## config.mk

```make
export PLATFORM = sky130hd
export DESIGN_NAME = wdog_once
export DESIGN_NICKNAME = d
export VERILOG_FILES = /design/src/rtl/wdog_pkg.sv /design/src/rtl/wdog_keytrack.sv /design/src/rtl/wdog_counter.sv /design/src/rtl/wdog_pulse.sv /design/src/rtl/wdog_once.sv
export SDC_FILE = /design/constraint.sdc
export NUM_CORES = 1
export LEC_CHECK = 0
export BUFFER_PORTS_ARGS = -buffer_cell sky130_fd_sc_hd__buf_2
export CORE_UTILIZATION = 59
export CTS_CLUSTER_DIAMETER = 60
export DETAILED_ROUTE_END_ITERATION = 8
export PLACE_DENSITY = 0.78
export SYNTH_ARGS = -nofsm -noshare
export SYNTH_HDL_FRONTEND = slang
export SYNTH_HIERARCHICAL = 1
export SYNTH_SLANG_ARGS = --single-unit
export TNS_END_PERCENT = 5
```

## constraint.sdc

```tcl
create_clock -name clk -period 4.85 [get_ports clk]
set_input_delay 1.2125 -clock clk [delete_from_list [all_inputs] [get_ports clk]]
set_output_delay 1.2125 -clock clk [all_outputs]
set_load 0.05 [all_outputs]
```

## src/rtl/wdog_pkg.sv

```systemverilog
package wdog_pkg;
  typedef logic [7:0] wbyte_t;

  localparam int unsigned DEF_CNT_W     = 14;
  localparam int unsigned DEF_ADDR_W    = 4;
  localparam int unsigned DEF_PULSE_LEN = 98;
  localparam wbyte_t      DEF_KEY_FIRST = 8'h1E;
  localparam wbyte_t      DEF_KEY_NEXT  = 8'hE1;
endpackage

```

## src/rtl/wdog_keytrack.sv

```systemverilog
module wdog_keytrack
  import wdog_pkg::*;
#(
  parameter int unsigned ADDR_W       = DEF_ADDR_W,
  parameter logic [ADDR_W-1:0] RESTART_ADDR = ADDR_W'(6),
  parameter wbyte_t      KEY_FIRST    = DEF_KEY_FIRST,
  parameter wbyte_t      KEY_NEXT     = DEF_KEY_NEXT
) (
  input  logic              clk,
  input  logic              rst_n,
  input  logic              clr,
  input  logic              block,
  input  logic              wr_en,
  input  logic [ADDR_W-1:0] wr_addr,
  input  wbyte_t            wr_data,
  output logic              key_hit
);
  logic pend_q, pend_d;
  logic wr_ok;

  assign wr_ok = wr_en && (wr_addr == RESTART_ADDR) && !block;

  always_comb begin
    pend_d  = pend_q;
    key_hit = 1'b0;
    if (clr || block) begin
      pend_d = 1'b0;
    end else if (wr_ok) begin
      if (pend_q && (wr_data == KEY_NEXT)) begin
        key_hit = 1'b1;
        pend_d  = 1'b0;
      end else if (!pend_q && (wr_data == KEY_FIRST)) begin
        pend_d = 1'b1;
      end else begin
        pend_d = 1'b0;
      end
    end
  end

  always_ff @(posedge clk or negedge rst_n) begin
    if (!rst_n) pend_q <= 1'b0;
    else        pend_q <= pend_d;
  end

  // a pending first byte never survives a restart write of another value
  assert_cancel_R3: assert property (@(posedge clk) disable iff (!rst_n)
    (pend_q && wr_ok && (wr_data != KEY_NEXT)) |=> !pend_q);

  // nothing stays pending while the reset request is active
  assert_block_clears_R9: assert property (@(posedge clk) disable iff (!rst_n)
    block |=> !pend_q);
endmodule

```

## src/rtl/wdog_counter.sv

```systemverilog
module wdog_counter
  import wdog_pkg::*;
#(
  parameter int unsigned CNT_W = DEF_CNT_W
) (
  input  logic clk,
  input  logic rst_n,
  input  logic clr,
  input  logic key_hit,
  output logic armed,
  output logic expire
);
  localparam logic [CNT_W-1:0] CNT_MAX = {CNT_W{1'b1}};

  logic             armed_q, armed_d;
  logic [CNT_W-1:0] cnt_q, cnt_d;
  logic             cnt_en;

  assign cnt_en = armed_q && !key_hit;
  assign expire = cnt_en && (cnt_q == CNT_MAX) && !clr;

  always_comb begin
    armed_d = armed_q;
    cnt_d   = cnt_q;
    if (clr || expire) begin
      armed_d = 1'b0;
      cnt_d   = '0;
    end else if (key_hit) begin
      armed_d = 1'b1;
      cnt_d   = '0;
    end else if (cnt_en) begin
      cnt_d   = cnt_q + 1'b1;
    end
  end

  always_ff @(posedge clk or negedge rst_n) begin
    if (!rst_n) begin
      armed_q <= 1'b0;
      cnt_q   <= '0;
    end else begin
      armed_q <= armed_d;
      cnt_q   <= cnt_d;
    end
  end

  assign armed = armed_q;

  // the count stays at zero whenever the watchdog is disarmed
  assert_idle_zero_R6: assert property (@(posedge clk) disable iff (!rst_n)
    !armed_q |-> (cnt_q == '0));

  // a restart always leaves the counter at zero
  assert_restart_zero_R7: assert property (@(posedge clk) disable iff (!rst_n)
    (key_hit && !clr) |=> (cnt_q == '0) && armed_q);
endmodule

```

## src/rtl/wdog_pulse.sv

```systemverilog
module wdog_pulse
  import wdog_pkg::*;
#(
  parameter int unsigned PULSE_LEN = DEF_PULSE_LEN
) (
  input  logic clk,
  input  logic rst_n,
  input  logic clr,
  input  logic fire,
  output logic active
);
  localparam int unsigned PCNT_W = (PULSE_LEN > 1) ? $clog2(PULSE_LEN) : 1;
  localparam logic [PCNT_W-1:0] PCNT_TOP = PCNT_W'(PULSE_LEN - 1);

  logic              act_q, act_d;
  logic [PCNT_W-1:0] pcnt_q, pcnt_d;

  always_comb begin
    act_d  = act_q;
    pcnt_d = pcnt_q;
    if (clr) begin
      act_d  = 1'b0;
      pcnt_d = '0;
    end else if (fire) begin
      act_d  = 1'b1;
      pcnt_d = PCNT_TOP;
    end else if (act_q) begin
      if (pcnt_q == '0) act_d = 1'b0;
      else              pcnt_d = pcnt_q - 1'b1;
    end
  end

  always_ff @(posedge clk or negedge rst_n) begin
    if (!rst_n) begin
      act_q  <= 1'b0;
      pcnt_q <= '0;
    end else begin
      act_q  <= act_d;
      pcnt_q <= pcnt_d;
    end
  end

  assign active = act_q;

  // the request only ends once the remaining length has run out, or on a clear
  assert_len_R8: assert property (@(posedge clk) disable iff (!rst_n)
    $fell(act_q) |-> ($past(pcnt_q) == '0) || $past(clr));
endmodule

```

## src/rtl/wdog_once.sv

```systemverilog
module wdog_once
  import wdog_pkg::*;
#(
  parameter int unsigned CNT_W        = DEF_CNT_W,
  parameter int unsigned ADDR_W       = DEF_ADDR_W,
  parameter int unsigned PULSE_LEN    = DEF_PULSE_LEN,
  parameter logic [ADDR_W-1:0] RESTART_ADDR = ADDR_W'(6),
  parameter wbyte_t      KEY_FIRST    = DEF_KEY_FIRST,
  parameter wbyte_t      KEY_NEXT     = DEF_KEY_NEXT
) (
  input  logic              clk,
  input  logic              rst_n,
  input  logic              sync_clr,
  input  logic              wr_en,
  input  logic [ADDR_W-1:0] wr_addr,
  input  logic [7:0]        wr_data,
  output logic              rst_req_o,
  output logic              armed_o
);
  logic key_hit;
  logic expire;
  logic armed;
  logic req_active;

  wdog_keytrack #(
    .ADDR_W(ADDR_W), .RESTART_ADDR(RESTART_ADDR),
    .KEY_FIRST(KEY_FIRST), .KEY_NEXT(KEY_NEXT)
  ) u_keys (
    .clk(clk), .rst_n(rst_n), .clr(sync_clr), .block(req_active),
    .wr_en(wr_en), .wr_addr(wr_addr), .wr_data(wr_data), .key_hit(key_hit)
  );

  wdog_counter #(.CNT_W(CNT_W)) u_cnt (
    .clk(clk), .rst_n(rst_n), .clr(sync_clr), .key_hit(key_hit),
    .armed(armed), .expire(expire)
  );

  wdog_pulse #(.PULSE_LEN(PULSE_LEN)) u_pulse (
    .clk(clk), .rst_n(rst_n), .clr(sync_clr), .fire(expire),
    .active(req_active)
  );

  assign rst_req_o = req_active;
  assign armed_o   = armed;

  // arming follows a write of the second key byte to the restart register
  assert_arm_source_R2: assert property (@(posedge clk) disable iff (!rst_n)
    $rose(armed) |-> $past(wr_en && (wr_addr == RESTART_ADDR) && (wr_data == KEY_NEXT)));

  // disarming only by clear or expiry
  assert_no_disarm_R5: assert property (@(posedge clk) disable iff (!rst_n)
    $fell(armed) |-> ($past(sync_clr) || $past(expire)));

  // the request starts only from an expiry
  assert_req_source_R8: assert property (@(posedge clk) disable iff (!rst_n)
    $rose(req_active) |-> $past(expire));

  // never armed while the request is active
  assert_exclusive_R9: assert property (@(posedge clk) disable iff (!rst_n)
    !(armed && req_active));

  // a synchronous clear leaves everything idle
  assert_sync_clr_R10: assert property (@(posedge clk) disable iff (!rst_n)
    sync_clr |=> !armed && !req_active);
endmodule

```

Word level (Yosys, flattened, before mapping)
Index checks and enable logic that the tools add are counted.
{"block": "totals", "reg_bits": 24, "input_bits": 16, "output_inout_bits": 2, "word_cells": 51}
{"block": "classes", "add_sub_neg": 2, "eq_ne": 5, "n_mux": 20, "n_reduce_logical": 19}
{"cell": "$mux W14", "count": 3}
{"cell": "$mux W7", "count": 4}
{"cell": "$add A14 B1 Y14 const B", "count": 1}
{"cell": "$eq A14 B14 Y1 const B", "count": 1}
{"cell": "$mux W1", "count": 13}
{"cell": "$eq A8 B5 Y1 const B", "count": 1}
{"cell": "$eq A8 B8 Y1 const B", "count": 1}
{"cell": "$logic_and A1 B1 Y1", "count": 7}
{"cell": "$logic_not A7 Y1", "count": 1}
{"cell": "$sub A7 B1 Y7 const B", "count": 1}
{"cell": "$reduce_bool A3 Y1", "count": 2}
{"cell": "$eq A4 B3 Y1 const B", "count": 1}
{"cell": "$logic_not A1 Y1", "count": 4}
{"cell": "$reduce_bool A2 Y1", "count": 2}
{"cell": "$ne A3 B3 Y1 const B", "count": 1}
{"cell": "$logic_or A1 B1 Y1", "count": 2}
{"cell": "$reduce_and A2 Y1", "count": 1}

Depth between registers and ports, before layout
Gate-level depths: netlist of the first run.
{"block": "depth", "depth_word": 11, "mapped_depth": 10}

Hierarchy
Netlist of the first run, hierarchy kept.
{"module": "wdog_counter", "instances": 1, "cells_per_inst": 90, "area_per_inst_um2": 810.8, "seq_area_each_um2": 375.4}
{"module": "wdog_pulse", "instances": 1, "cells_per_inst": 46, "area_per_inst_um2": 444.2, "seq_area_each_um2": 200.2}
{"module": "wdog_keytrack", "instances": 1, "cells_per_inst": 13, "area_per_inst_um2": 118.9, "seq_area_each_um2": 25.0}

Worst setup path before layout of the first run
Ideal clock, no wire load.
{"block": "synth_timing", "kind": "input to register", "from": "input port wr_addr[3]", "to": "register u_pulse.pcnt_q[0]", "t_arrival_ns": 2.995, "setup_slack_ns": 1.754, "cell_stages": 10, "cell_sequence": "and4bb_2 -> nand3b_1 -> nor4_2 -> nand4b_1 -> or4_1 -> buf_2 -> nor2_1 -> inv_1 -> o2111a_1 -> nor4_1"}
{"block": "synth_via", "elab_chain_len": 11, "word_cells_on_any_way": 14, "classes_between": "2 x eq/ne; 4 x mux; 8 x reduce/logical"}
{"element": "start, declared", "line_no": "wdog_once.sv:15", "text": "input logic [ADDR_W-1:0] wr_addr,"}
{"element": "$eq A4 B3 Y1 (*)", "line_no": "wdog_keytrack.sv:21", "text": "assign wr_ok = wr_en && (wr_addr == RESTART_ADDR) && !block;"}
{"element": "$logic_and A1 B1 Y1 (*) (2 in series)", "line_no": "wdog_keytrack.sv:21"}
{"element": "$mux W1 (*)", "line_no": "wdog_keytrack.sv:28", "text": "end else if (wr_ok) begin"}
{"element": "$mux W1 (*)", "line_no": "wdog_keytrack.sv:26", "text": "if (clr || block) begin"}
{"element": "via key_hit", "line_no": "wdog_once.sv:20", "text": "logic key_hit;"}
{"element": "$logic_not A1 Y1 (*)", "line_no": "wdog_counter.sv:19", "text": "assign cnt_en = armed_q && !key_hit;"}
{"element": "$logic_and A1 B1 Y1 (*)", "line_no": "wdog_counter.sv:19"}
{"element": "$logic_and A1 B1 Y1 (*) (2 in series)", "line_no": "wdog_counter.sv:20", "text": "assign expire = cnt_en && (cnt_q == CNT_MAX) && !clr;"}
{"element": "via expire", "line_no": "wdog_once.sv:21", "text": "logic expire;"}
{"element": "$ne A3 B3 Y1 (no line), or another cell as far along"}
{"element": "$reduce_and A2 Y1 (no line) or $mux W7 (tied branches)"}
{"element": "end signal, assigned", "line_no": "wdog_pulse.sv:39", "text": "pcnt_q <= pcnt_d;"}
{"element": "end, declared", "line_no": "wdog_pulse.sv:16", "text": "logic [PCNT_W-1:0] pcnt_q, pcnt_d;"}
Mark *: on every way through the listed nets, which the timed path passes. The rest lies on a longest branch.
A chain may end at the register's enable or synchronous reset.

Worst setup path in the final report of the first run
{"block": "layout_timing", "from": "input port wr_data[2]", "to": "register u_pulse.pcnt_q[1]"}
{"block": "layout_via", "elab_chain_len": 11, "word_cells_on_any_way": 14, "classes_between": "2 x eq/ne; 5 x mux; 7 x reduce/logical"}
{"element": "start, declared", "line_no": "wdog_once.sv:16", "text": "input logic [7:0] wr_data,"}
{"element": "$eq A8 B8 Y1 (*)", "line_no": "wdog_keytrack.sv:29", "text": "if (pend_q && (wr_data == KEY_NEXT)) begin"}
{"element": "$logic_and A1 B1 Y1 (*)", "line_no": "wdog_keytrack.sv:29"}
{"element": "$mux W1 (*)", "line_no": "wdog_keytrack.sv:29"}
{"element": "$mux W1 (*)", "line_no": "wdog_keytrack.sv:28"}
{"element": "$mux W1 (*)", "line_no": "wdog_keytrack.sv:26"}
{"element": "via key_hit", "line_no": "wdog_once.sv:20"}
{"element": "$logic_not A1 Y1 (*)", "line_no": "wdog_counter.sv:19"}
{"element": "$logic_and A1 B1 Y1 (*)", "line_no": "wdog_counter.sv:19"}
{"element": "$logic_and A1 B1 Y1 (*) (2 in series)", "line_no": "wdog_counter.sv:20"}
{"element": "via expire", "line_no": "wdog_once.sv:21"}
{"element": "$ne A3 B3 Y1 (no line), or another cell as far along"}
{"element": "$reduce_and A2 Y1 (no line) or $mux W7 (tied branches)"}
Marked as above.

==> results of run 1 <==
## Yosys cell counts
cell type,count
a211oi_1,1
a21oi_1,6
a31oi_1,1
a32oi_1,1
and3_1,3
and4bb_2,1
buf_2,3
clkbuf_2,1
dfrtp_1,24
ha_1,2
inv_1,8
mux2i_1,1
nand2_1,13
nand2b_1,2
nand3_1,6
nand3_2,1
nand3b_1,3
nand4_1,4
nand4_2,1
nand4b_1,3
nor2_1,16
nor3_1,4
nor4_1,7
nor4_2,1
nor4b_1,2
o2111a_1,1
o211a_1,1
o211ai_1,2
o21a_1,2
o21ai_0,6
o21bai_1,1
o31ai_1,3
o41ai_1,1
or2_2,2
or3_1,1
or3b_1,1
or4_1,2
or4b_1,2
or4b_2,1
xnor2_1,7
xor2_1,1
## kinds of logic after synthesis
| kind of cell | share of synthesized area (%) |
|---|---|
| fa+ha+maj | 1.82 |
| compound gates | 12.6 |
| simple gates | 32.4 |
| buf+inv | 3.64 |
| mux | 0.729 |
| xor+xnor | 5.10 |
| flops | 43.7 |
## worst max-delay path, cell delays in order
cell      delay (ns)
buf_2           0.11
or4b_1          0.53
nor4_2          0.38
nand4b_1        0.19
or4_1           0.23
nor2_1          0.11
or2_2           0.35
a211oi_1        0.22
## metrics by stage
| stage | hold WS, ns | instances | area (sq um) | setup WS [ns] |
|---|---|---|---|---|
| global placement | 0.528 | 190 | 1470 | 1.54 |
| floorplan | 0.490 | 149 | 1370 | 1.75 |
| detailed placement | 0.524 | 190 | 1470 | 1.43 |
| global route | 0.558 | 194 | 1510 | 1.58 |
| finish | 0.539 | 194 | 1510 | 1.74 |
| CTS | 0.546 | 194 | 1510 | 1.78 |
## state kept, by name (all words and copies together), names as in the netlist
| register | flops |
|---|---|
| u_keys/pend_q | 1 |
| u_cnt/armed | 1 |
| u_cnt/cnt_q | 14 |
| u_pulse/pcnt_q | 7 |
| u_pulse/active | 1 |
## worst max path at each step
stage                              to  slack [ns]  depth (start not counted)
finish              u_pulse/pcnt_q[1]        1.74                          8
global route        u_pulse/pcnt_q[1]        1.58                          9
CTS                 u_pulse/pcnt_q[1]        1.78                          8
detailed placement  u_pulse/pcnt_q[1]        1.43                          8
global placement    u_pulse/pcnt_q[1]        1.54                          8
floorplan           u_pulse/pcnt_q[0]        1.75                         10
## cell type report
class                      instances  area [sq um]  area share (%)
clock buffer                       4          36.3            2.40
inverter                           8          30.0            1.99
multi-input combinational        113           723            47.9
tap                               28          35.0            2.32
sequential                        24           601            39.8
timing repair buffer              17          85.1            5.63
## power groups by stage
stage	logic (uW)	clock network, uW	registers, uW
after CTS	19.2	108	202
after global routing	21.2	114	202
final	18.9	102	202
after detailed placement	19.2	0	206
after floorplan	6.36	0	206
after global placement	18.4	0	206
## per-layer routing
metal	part of all wire, %	global-route usage [%]	vias up
met2	51	44.9	35
li1	-	-	585
met5	0	0	-
met3	4.9	3.94	2
met1	43	32.2	573
met4	0.58	9.52	0
==> results_dict.tcl, run 1 <==
set metrics [dict create \
    status "finished, final reports clean" \
    utilization_pct 68.3 \
    power.total_uw 323 \
    gp_congestion 0.859 \
    p_int_uw 254 \
    num_io_pins 18 \
    hold_viol_final 0 \
    cts_hold_buffers 0 \
    synth-seq-cells 24 \
    ir_drop_uv 162 \
    hold-path-endpoint "u_cnt/cnt_q[4]" \
    vias 1195 \
    num-nets-final 185 \
    die_h_um 50.3 \
    yosysTopAreaCell "dfrtp_1" \
    grt_pass1_wl_um 4910 \
    p_comb_share_pct 5.8 \
    ys_seq_area_share_pct 43.7 \
    grt_usage_pct 25.9 \
    post_cts_buffers 0 \
    start_util_pct 62.1 \
    grt_max_degree 25 \
    min_period_ns 3.11 \
    cp-start-kind "input pin" \
    arrival_ns 3.33 \
    clkSlewWorstSetupHoldPaths_ns 0.13 \
    num-fill-cells 194 \
    clockBufferDepth 2 \
    pwr-share-seq_pct 62.5 \
    synth.area.top_cells "dfrtp_1 44%, xnor2_1 4.5%, nor2_1 4.4%" \
    final_cell_mix "24 x dfrtp_1, 17 x buf_2, 16 x nor2_1" \
    syn_area_sq_um 1370 \
    ant_nets 0 \
    drtIter0Drc 44 \
    io_buffers 17 \
    required_ns 5.08 \
    syn_avg_cell_area_sq_um 9.22 \
    p_switching_uw 69.0 \
    areaGrowthSynthToFinish_pct 9.93 \
    cts_resized 0 \
    n_antenna_cell 0 \
    max_slew_margin_pct 64.9 \
    hpwl_um 2140 \
    post-route-period-util_pct 64.1 \
    worstSetupPathType "in -> reg" \
    cts_tree "done" \
    htree_num_levels 1 \
    clk_latency_ns 0.31 \
    rsz0062_at_grt "false" \
    ys_warn_count 6 \
    worstPathMaxFanout 7 \
    cts.sinks 24 \
    cellLeakagePower_uw 0.000662 \
    totalWireLength_um 2920 \
    drc_errors 0 \
    clkPwrFrac_pct 31.7 \
    setup_violations 0 \
    hp-start "u_cnt/cnt_q[4]" \
    hold_path.class "reg -> reg" \
    reg2reg_from "u_pulse/active" \
    grt_pass1_vias 1118 \
    vias_per_cell 6.16 \
    coreArea_sq_um 2210 \
    die_x_um 50.3 \
    max_cap_violations 0 \
    syn-num-nets 167 \
    antenna_found_initial 0 \
    r2r_cells 9 \
    skew_ns 0.00537 \
    wl_per_cell_um 15.1 \
    overflow 0 \
    holdPathStages 1 \
    die_area_sq_um 2530 \
    worst_pin_slew_ns 0.526 \
    syn_inst 149 \
    ys_types 41 \
    drv_slew 0 \
    cts-buffers-inserted 3 \
    cp-end-kind "register" \
    setup.worst_path.start "wr_data[2]" \
    mostFrequentLayoutCell "dfrtp_1" \
    clock-root-buffer "clkbuf_4" \
    ff2ff_setup_slack_ns 2.16 \
    dr.pass1.iters 4 \
    synth_top_area_share_pct 43.7 \
    p_per_area_nw_per_um2 214 \
    timing.rr.end "u_pulse/pcnt_q[0]" \
    fin_tns_setup_ns 0 \
    switching_share_pct 21.3 \
    layout-drive-gt1-share_pct 16.9 \
    fmax_mhz 322 \
    rows 17 \
]
Note: power is estimated with default switching activity, not from simulation.
==> inputs of run 2 (changes only) <==
--- a/config.mk
+++ b/config.mk
@@ -6,10 +6,10 @@
 export NUM_CORES = 1
 export LEC_CHECK = 0
 export BUFFER_PORTS_ARGS = -buffer_cell sky130_fd_sc_hd__buf_2
-export CORE_UTILIZATION = 59
+export CORE_UTILIZATION = 56
 export CTS_CLUSTER_DIAMETER = 60
 export DETAILED_ROUTE_END_ITERATION = 8
-export PLACE_DENSITY = 0.78
+export PLACE_DENSITY = 0.75
 export SYNTH_ARGS = -nofsm -noshare
 export SYNTH_HDL_FRONTEND = slang
 export SYNTH_HIERARCHICAL = 1
==> constraint.sdc (replaced) <==
create_clock -name clk -period 2.9 [get_ports clk]
set_input_delay 0.725 -clock clk [delete_from_list [all_inputs] [get_ports clk]]
set_output_delay 0.725 -clock clk [all_outputs]
set_load 0.05 [all_outputs]
==> run 2 against run 1 <==
Net effect:
- sequential power is 67% higher
- setup slack worse by 1.2 ns
- register-to-register slack worse by 1.6 ns
- critical path depth is 2 higher
- clock power is 74% higher
- via count is 2.9% higher
- core utilization is 0.29 points lower
- sequential share of layout area is 0.58 points lower
- first-iteration DRC count is 18% lower
- largest power group unchanged
==> results_dict.tcl, run 2 (synthesized netlist as in run 1, its figures left out) <==
set metrics [dict create \
    status "finished, final reports clean" \
    cp-endpoint "u_pulse/pcnt_q[0]" \
    die_h_um 51.5 \
    hold_viol_final 0 \
    skew_ns 0.00800 \
    final_cell_mix "24 x dfrtp_1, 17 x buf_2, 16 x nor2_1" \
    num-nets-final 188 \
    cts_resized 0 \
    path_cells "buf_2, and4bb_2, nand3b_1, nor4_2, nand4b_1, or4_1, nor2_1, inv_1, o2111a_1, nor4_1" \
    drtIter0Drc 36 \
    cp-end-kind "register" \
    dr.pass1.iters 4 \
    wl_per_cell_um 15.0 \
    post_cts_buffers 0 \
    cp-start-kind "input pin" \
    setup.worst_path.start "wr_en" \
    totalWireLength_um 2960 \
    largest_reg_flops 14 \
    vias 1230 \
    worst_pin_slew_ns 0.542 \
    utilization_pct 68.0 \
    rows 17 \
    cellLeakagePower_uw 0.000677 \
    start_util_pct 60.9 \
    p_per_area_nw_per_um2 357 \
    slowest_delay_ns 0.49 \
    top_regs "u_cnt/cnt_q x14, u_pulse/pcnt_q x7" \
    hpwl_um 2160 \
    reg2reg_from "u_cnt/cnt_q[0]" \
    ir_drop_uv 250 \
    htree_num_levels 1 \
    clock-root-buffer "clkbuf_4" \
    setup_violations 0 \
    ant_nets 0 \
    clkSlewWorstSetupHoldPaths_ns 0.14 \
    layout-drive-gt1-share_pct 18.3 \
    r2r_cells 7 \
    max_cap_violations 0 \
    die_x_um 51.5 \
    gp_congestion 0.836 \
    cts-buffers-inserted 3 \
    num_io_pins 18 \
    cts_hold_buffers 0 \
    grt_pass1_wl_um 5090 \
    die_area_sq_um 2660 \
    grt_max_degree 25 \
    post-route-period-util_pct 82.3 \
    required_ns 3.12 \
    min_period_ns 2.39 \
    vias_per_cell 6.24 \
    coreArea_sq_um 2250 \
    clockBufferDepth 2 \
    mostFrequentLayoutCell "dfrtp_1" \
    io_buffers 17 \
    antenna_found_initial 0 \
    worstPathMaxFanout 4 \
    clk_latency_ns 0.31 \
    fmax_mhz 419 \
    areaGrowthSynthToFinish_pct 11.6 \
    path_buf_inv 2 \
    top_register "u_cnt/cnt_q" \
    crit_slowest_cell "or4_1" \
    overflow 0 \
    drc_errors 0 \
    path_delay_family "simple AND/OR/NAND/NOR gates" \
    rsz0062_at_grt "false" \
    grt_pass1_vias 1140 \
    worst-path-stages 10 \
    hold_path.class "in -> async" \
    fin_tns_setup_ns 0 \
    cts_tree "done" \
    worstSetupPathType "in -> reg" \
    cts.sinks 24 \
    drv_slew 0 \
    arrival_ns 2.60 \
    max_slew_margin_pct 63.9 \
    ff2ff_setup_slack_ns 0.60 \
    timing.rr.end "u_pulse/pcnt_q[0]" \
    n_antenna_cell 0 \
    grt_usage_pct 25.7 \
]
## run 2: worst min-delay path by stage
stage	start	to	slack (ns)
5_1_grt	rst_n	u_pulse/pcnt_q[2]	0.41
6_report	rst_n	u_pulse/pcnt_q[2]	0.37
3_5_place_dp	u_cnt/cnt_q[4]	u_cnt/cnt_q[4]	0.53
2_1_floorplan	rst_n	u_cnt/armed	0.43
4_1_cts	rst_n	u_cnt/cnt_q[4]	0.38
3_3_place_gp	u_cnt/cnt_q[4]	u_cnt/cnt_q[4]	0.51
## run 2: area by class of cell
type / instances / area (sq um)
multi-input cells: 113 / 723
fillers: 193 / 722
flip-flops and latches: 24 / 601
repair buffers: 20 / 108
clock buffers: 4 / 36.3
well taps: 28 / 35.0
inverters: 8 / 30.0
## run 2: report_power, final
| part | switching (uW) | internal (uW) |
|---|---|---|
| clock network | 101 | 76.6 |
| registers | 2.34 | 336 |
| logic | 18.6 | 12.6 |
| total | 122 | 425 |
## run 2: per-layer routing
metal	share of wire [%]	GRT usage, %
met4	0.57	9.46
met2	49	40.5
met5	0	0
met1	46	35.8
met3	4.1	3.80
## run 2: stage by stage
step / instances / area [sq um] / power (uW) / worst slack (ns) / hold WS (ns)
after floorplan: 149 / 1370 / 355 / 0.224 / 0.429
after global placement: 193 / 1500 / 375 / 0.258 / 0.512
after detailed placement: 193 / 1500 / 376 / 0.170 / 0.529
after CTS: 197 / 1530 / 556 / 0.507 / 0.382
after global routing: 197 / 1530 / 569 / 0.411 / 0.406
final: 197 / 1530 / 547 / 0.512 / 0.371
